File: config.mk
export PLATFORM = sky130hd
export DESIGN_NAME = sort4_pipe
export DESIGN_NICKNAME = d
export VERILOG_FILES = /design/src/rtl/sort4_pipe.sv
export SDC_FILE = /design/constraint.sdc
export NUM_CORES = 1
export LEC_CHECK = 0
export BUFFER_PORTS_ARGS = -buffer_cell sky130_fd_sc_hd__buf_2
export CORE_AREA = 3 3 95 97
export DETAILED_ROUTE_END_ITERATION = 8
export DIE_AREA = 0 0 98 100
export PLACE_DENSITY_LB_ADDON = 0.12
export SLEW_MARGIN = 30
export SYNTH_ARGS = -nofsm -noshare
export SYNTH_HDL_FRONTEND = slang
export SYNTH_SLANG_ARGS = --single-unit
File: constraint.sdc
create_clock -name clk -period 2.18 [get_ports clk]
set_clock_uncertainty 0.15 [all_clocks]
set_input_delay 0.654 -clock clk [delete_from_list [all_inputs] [get_ports clk]]
set_output_delay 0.654 -clock clk [all_outputs]
set_load 0.02 [all_outputs]
File: src/rtl/sort4_pipe.sv
module sort4_pipe #(
  parameter int DW = 8
) (
  input  logic          clk,
  input  logic          rst_n,
  input  logic          in_vld,
  input  logic [DW-1:0] in_k0,
  input  logic [DW-1:0] in_k1,
  input  logic [DW-1:0] in_k2,
  input  logic [DW-1:0] in_k3,
  output logic          out_vld,
  output logic [DW-1:0] out_k0,
  output logic [DW-1:0] out_k1,
  output logic [DW-1:0] out_k2,
  output logic [DW-1:0] out_k3
);

  localparam int NSTG = 3;

  logic [NSTG-1:0] vld;
  logic [DW-1:0] a0, a1, a2, a3;
  logic [DW-1:0] b0, b1, b2, b3;
  logic [DW-1:0] c0, c1, c2, c3;

  // stage 1: order each pair
  logic sw01, sw23;
  assign sw01 = in_k1 < in_k0;
  assign sw23 = in_k3 < in_k2;

  // stage 2: merge across pairs
  logic sw02, sw13;
  assign sw02 = a2 < a0;
  assign sw13 = a3 < a1;

  // stage 3: settle the middle
  logic sw12;
  assign sw12 = b2 < b1;

  always_ff @(posedge clk or negedge rst_n)
    if (!rst_n) vld <= '0;
    else        vld <= {vld[NSTG-2:0], in_vld};

  always_ff @(posedge clk) begin
    a0 <= sw01 ? in_k1 : in_k0;
    a1 <= sw01 ? in_k0 : in_k1;
    a2 <= sw23 ? in_k3 : in_k2;
    a3 <= sw23 ? in_k2 : in_k3;
  end

  always_ff @(posedge clk) begin
    b0 <= sw02 ? a2 : a0;
    b2 <= sw02 ? a0 : a2;
    b1 <= sw13 ? a3 : a1;
    b3 <= sw13 ? a1 : a3;
  end

  always_ff @(posedge clk) begin
    c0 <= b0;
    c1 <= sw12 ? b2 : b1;
    c2 <= sw12 ? b1 : b2;
    c3 <= b3;
  end

  assign out_vld = vld[NSTG-1];
  assign out_k0  = c0;
  assign out_k1  = c1;
  assign out_k2  = c2;
  assign out_k3  = c3;

endmodule

==> impl_metrics.json, run 1 <==
{
  "status": "finished clean",
  "place_area_um2": 4903,
  "power_frac_comb": 0.355,
  "cellPowerDensity_nw_per_um2": 1114,
  "ff_latch_area_um2": 2008,
  "leakage_nw": 2.653,
  "multi_input_area_um2": 1983,
  "vias": 2493,
  "start_util": 0.5019,
  "worst_slew_pin_slew_ns": 0.2936,
  "grt_max_degree": 17,
  "area_delta_synth_final_pct": 28.85,
  "min_period_ns": 2.169,
  "yosys_warnings": 0,
  "grt_pass1_vias": 2510,
  "wirelength_mm": 7.279,
  "num_rows": 33,
  "setup_viol": 0,
  "crit_slowest_cell": "a2111o_1",
  "ioPinCount": 68,
  "crit_path_end_kind": "flop",
  "start_kind": "flop",
  "hp-class": "reg2reg",
  "gp_congestion": 0.8051,
  "netlist_instances": 304,
  "design_area_um2": 5314,
  "power_frac_seq": 0.420,
  "first_pass_iters": 4,
  "antenna_found_initial": 0,
  "viasPerCell": 4.686,
  "ys_seq_area_frac": 0.4842,
  "maxUsedRoutingLayer": "met4",
  "cts.reportedPaths.clkPinSlew_ns": 0.08,
  "p_total_mw": 5.918,
  "synth.net_count": 374,
  "synth_seq_cells": 99,
  "peakVddDrop_uv": 386.5,
  "coreArea_um2": 8217,
  "synth.distinct_cells": 15,
  "crit_chain": "inv_2 > ha_4 > a2111o_1 > a211oi_4 > clkbuf_16 > mux2_4",
  "drive_gt1_frac": 0.5410,
  "grt_usage": 0.1554,
  "grt_pass1_wl_mm": 11.90,
  "synth.area.top_cells": "dfxtp_1 (47%), mux2_4 (18%), ha_1 (11%), mux2_2 (8.2%), inv_1 (3.6%)",
  "switching_share": 0.2890,
  "synthDominantCellAreaShare": 0.4660,
  "routed-wl-met2_mm": 3.614,
  "diodes": 0,
  "slew_headroom": 0.8036,
  "synth.avg_cell_area_um2": 13.57,
  "rsz0062_at_grt": "yes",
  "cap_violations": 0,
  "fillers": 666,
  "fin_nets": 493,
  "required_ns": 2.28,
  "dp_hpwl_mm": 5.738,
  "cts_sinks": 99,
  "wl_met3_um": 337,
  "netSwitchingPower_mw": 1.710,
  "synth_top_cell_by_area": "dfxtp_1",
  "path_buf_inv": 2,
  "pwr-share-clk": 0.225,
  "hold_viol": 0,
  "cts-root-buf": "clkbuf_8",
  "synth_area_um2": 4124,
  "drc": 0,
  "cts_tree": "yes",
  "cp_max_fo": 8,
  "cts_buffers": 9,
  "dieArea_um2": 9800,
  "die_w_um": 98,
  "htreeDepth": 3,
  "worstSetupPathType": "reg2reg",
  "m1WireLength_mm": 3.190,
  "worst_path_largest_cell_delay_ns": 0.44,
  "intPower_mw": 4.208,
  "dr.first_iter.drc_count": 35,
  "wire_per_inst_um": 13.68,
  "cp.arrival_ns": 2.27,
  "clock_path_buffers": 2,
  "antenna_left": 0,
  "max_clock_freq_mhz": 461.0,
  "critPathTopFamily": "compound AO/OA/AOI/OAI gates",
  "portBuffers": 67,
  "overflow": 0,
  "maxSlewViolCount": 0,
  "fin_crit_sh": 0.9951,
  "die_h_um": 100,
  "fin_util": 0.6467,
  "clk-insertion-delay-late_ns": 0.36
}
[power groups by stage]
stage	clock [mW]	combinational [mW]	sequential, mW
after floorplan	0	1.15	2.77
after global placement	0	1.92	2.50
after detailed placement	0	1.94	2.52
after CTS	1.36	1.97	2.48
after global routing	1.44	2.26	2.54
final	1.33	2.10	2.49
[state kept, by name, indices dropped and copies added (netlist names)]
name,count
a1,8
a0,8
out_k2,8
a3,8
b1,8
out_k3,8
b0,8
b2,8
a2,8
out_k0,8
vld,3
b3,8
out_k1,8
[synthesized netlist by cell type]
master and number:
dfxtp_1 96, mux2_4 50, inv_1 40, ha_1 35, mux2_2 30, o21ai_0 10
a2111o_1 5, a211oi_1 5, a211oi_4 5, a21oi_1 5, buf_12 5, nand2b_1 5
nand4_1 5, nor2_1 5, dfrtp_1 3
[cells in the final DEF, fill, tap and decap left out, drive strengths merged]
master,instances
mux2,80
buf,110
clkinvlp,1
bufbuf,1
nor2,5
ha,35
bufinv,3
dfxtp,96
clkinv,1
a211oi,10
nand2b,5
a21oi,5
dfrtp,3
clkbuf,11
inv,40
nand4,5
dlygate4sd3,1
a2111o,5
o21ai,10
[worst reg2reg max path: cells and delay by family (launching register included)]
| family | cells | cell delay, ns |
|---|---|---|
| muxes | 1 | 0.30 |
| DFF | 1 | 0.36 |
| AOI/OAI and AO/OA | 2 | 0.79 |
| buffers and inverters | 2 | 0.28 |
| adders and majority gates | 1 | 0.19 |
[layout make-up]
cell class,instances,area share
inverters,40,0.03014
multi-input cells,160,0.3732
repair buffers,113,0.1507
clock inverters,5,0.01931
clock buffers,10,0.02402
flip-flops and latches,99,0.3779
well taps,105,0.02472
[kinds of logic (layout without fill, tap and decap cells)]
logic type | after synthesis | count (layout) | share of synthesized area
buffers and inverters | 45 | 168 | 0.06068
and+or+nand+nor | 15 | 15 | 0.01972
muxes | 80 | 80 | 0.2640
DFF | 99 | 99 | 0.4842
AOI/OAI and AO/OA | 30 | 30 | 0.06523
adders and majority gates | 35 | 35 | 0.1062
[per-stage QoR]
| step | cells | setup slack [ns] | hold WS, ns | TNS [ns] |
|---|---|---|---|---|
| 6_report | 532 | 0.01074 | 0.1816 | 0 |
| 5_1_grt | 532 | -0.04422 | 0.1881 | -0.3287 |
| 4_1_cts | 531 | 0.009230 | 0.1824 | 0 |
| 3_5_place_dp | 513 | -0.4033 | 0.1621 | -11.57 |
| 3_3_place_gp | 513 | -0.3500 | 0.1599 | -10.54 |
| 2_1_floorplan | 304 | -0.2918 | 0.1596 | -7.996 |
[final timing paths]
check	cells past startpoint	endpoint	startpoint	slack (ns)
worst max-delay path	6	out_k2[1]$_DFF_P_	b1[1]$_DFF_P_	0.01
worst min-delay path	0	out_k0[1]$_DFF_P_	b0[1]$_DFF_P_	0.18
worst max register to register	6	out_k2[1]$_DFF_P_	b1[1]$_DFF_P_	0.01
worst min register to register	0	out_k0[1]$_DFF_P_	b0[1]$_DFF_P_	0.18
max in group asynchronous	2	vld[0]$_DFF_PN0_	rst_n	1.32
min in group asynchronous	2	vld[1]$_DFF_PN0_	rst_n	0.46
[layer usage]
metal  track usage  vias to the layer above
met2        0.2723                       57
met1        0.1850                     1136
li1              -                     1285
met3       0.02988                       15
met4       0.07029                        0
met5             0                        -
[timing repair]
| action | in CTS | in global routing |
|---|---|---|
| endpoints found under the hold margin | 3 | 0 |
| resized for setup | 2 | 30 |
| pin swaps | 3 | 4 |
| buffers inserted | 1 | 0 |
| hold buffers | 1 | 0 |
| cloned | 1 | 1 |
| setup endpoints to repair | 10 | 60 |
Note: power is estimated with default switching activity, not from simulation.
==> run 2: changes to the inputs <==
REMOVE_ABC_BUFFERS = 1   (was unset)
clock period = 1.8 ns   (was 2.18 ns; I/O delays follow)
==> run 2 against run 1 <==
  * The run now ends with negative setup slack left
  * Register-to-register slack got worse by 0.30 ns
  * Sequential share of layout area shrank 2.5 points
  * Utilization rose by 4.7 points
  * Count of clock-buffer cells in the layout up 3
  * First-iteration DRC count increased by 31%
  * Die area unchanged
  * Combinational power is 41% higher
  * Critical path type unchanged
==> impl_metrics.json, run 2 (same netlist as run 1, synthesis figures left out) <==
{
  "grt_busiest_layer": "met2",
  "required_ns": 1.90,
  "ff2ff_path_depth": 7,
  "worst_path_largest_cell_delay_ns": 0.41,
  "status": "finished with violations",
  "multi_input_area_um2": 2096,
  "overflow": 0,
  "leakage_nw": 2.911,
  "min_period_ns": 2.088,
  "maxSlewViolCount": 0,
  "crit_chain": "inv_2 > ha_4 > a2111o_1 > a211oi_4 > buf_6 > buf_12 > mux2_4",
  "post-place-ws_ns": -0.6465,
  "wire_per_inst_um": 12.76,
  "cp_max_fo": 8,
  "hold_slack_ns": 0.1361,
  "rsz0062_at_grt": "yes",
  "start_util": 0.5019,
  "wirelength_mm": 7.403,
  "cts_buffers": 9,
  "cts_sinks": 99,
  "ff_latch_area_um2": 2009,
  "grt_usage": 0.1652,
  "timing.final.ws_setup_ns": -0.2883,
  "reg2reg_to": "out_k1[2]$_DFF_P_",
  "dieArea_um2": 9800,
  "antenna_found_initial": 0,
  "r2r_slack_ns": -0.29,
  "drc": 0,
  "grt_max_degree": 16,
  "design_area_um2": 5699,
  "layout_common_cells": "dfxtp_1 (86), buf_4 (81), mux2_4 (80)",
  "viasPerCell": 4.616,
  "slew_headroom": 0.8176,
  "use_met1": 0.1877,
  "coreArea_um2": 8217,
  "layout_commonest_cell": "dfxtp_1",
  "violations": "negative setup slack",
  "timing.rr.start": "b1[1]$_DFF_P_",
  "drive_gt1_frac": 0.6105,
  "area_delta_synth_final_pct": 38.20,
  "max_clock_freq_mhz": 478.9,
  "ioPinCount": 68,
  "hold_viol": 0,
  "diodes": 0,
  "cts.reportedPaths.clkPinSlew_ns": 0.09,
  "cap_violations": 0,
  "hp-class": "in2reg",
  "worst_slew_pin_slew_ns": 0.2726,
  "cellPowerDensity_nw_per_um2": 1255,
  "clk-insertion-delay-late_ns": 0.35,
  "gp_congestion": 0.7940,
  "first_pass_iters": 4,
  "htreeDepth": 3,
  "clock_path_buffers": 2,
  "antenna_left": 0,
  "peakVddDrop_uv": 644.0,
  "fin_nets": 540,
  "met3_usage": 0.04864,
  "cp.arrival_ns": 2.19,
  "num_rows": 33,
  "die_w_um": 98,
  "cts-root-buf": "clkbuf_8",
  "die_h_um": 100,
  "crit_path_end_kind": "flop",
  "place_area_um2": 5146,
  "crit_slowest_cell": "a2111o_1",
  "crit_end": "out_k1[2]$_DFF_P_",
  "start_kind": "flop",
  "met2_usage": 0.2885,
  "cts_tree": "yes",
  "critical_path.startpoint": "b1[1]$_DFF_P_",
  "grt_pass1_wl_mm": 12.74,
  "fin_crit_sh": 1.160,
  "setup_viol": 80,
  "vias": 2677,
  "dp_hpwl_mm": 5.675,
  "portBuffers": 67,
  "grt_pass1_vias": 2806,
  "fillers": 632,
  "worstSetupPathType": "reg2reg",
  "dr.first_iter.drc_count": 46
}
## run 2: worst max-delay path: cells and delay by family (launching register included)
kind,cells,cell delay [ns]
compound gates,2,0.67
fa+ha+maj,1,0.20
buf+inv,3,0.32
flops,1,0.34
mux,1,0.30
## run 2: cell type report
class / count / area share
Multi-Input combinational cell: 160 / 0.3677
Timing Repair Buffer: 160 / 0.1991
Inverter: 40 / 0.02722
Clock buffer: 13 / 0.02613
Clock inverter: 3 / 0.004171
Sequential cell: 99 / 0.3526
Tap cell: 105 / 0.02305
## run 2: per-layer routing
layer,up-vias,part of all wire
met4,0,0.027
li1,1383,-
met1,1213,0.42
met5,-,0
met2,67,0.50
met3,14,0.051
## run 2: how the worst min path moves through the flow
stage                                    to          start  cells past startpoint  slack [ns]
final                      vld[0]$_DFF_PN0_         in_vld                      1        0.14
after global routing       vld[0]$_DFF_PN0_         in_vld                      1        0.11
after CTS                  vld[0]$_DFF_PN0_         in_vld                      1        0.11
after detailed placement  out_k3[5]$_DFF_P_  b3[5]$_DFF_P_                      0        0.16
after global placement    out_k0[3]$_DFF_P_  b0[3]$_DFF_P_                      0        0.16
after floorplan            vld[0]$_DFF_PN0_          rst_n                      0        0.09
## run 2: report_power, final
group	internal, mW	switching [mW]	total, mW
clock network	0.545	0.700	1.24
logic	1.71	1.26	2.97
registers	2.76	0.182	2.94
## run 2: timing repair
action                                 in CTS  in global routing
hold buffers                                1                  0
setup endpoints to repair                  80                 80
pin swaps                                  12                 14
setup buffers                               5                  3
cloned                                      2                  0
endpoints found under the hold margin       3                  0
resized for setup                          67                 22
## run 2: metrics by stage
step | utilization | total power [mW] | cells | TNS [ns]
finish | 0.6936 | 7.153 | 580 | -16.28
CTS | 0.6904 | 7.204 | 579 | -19.98
global route | 0.6936 | 7.595 | 580 | -20.05
global placement | 0.6263 | 5.507 | 555 | -31.60
floorplan | - | 4.608 | 299 | -52.31
detailed placement | 0.6263 | 5.573 | 555 | -33.70
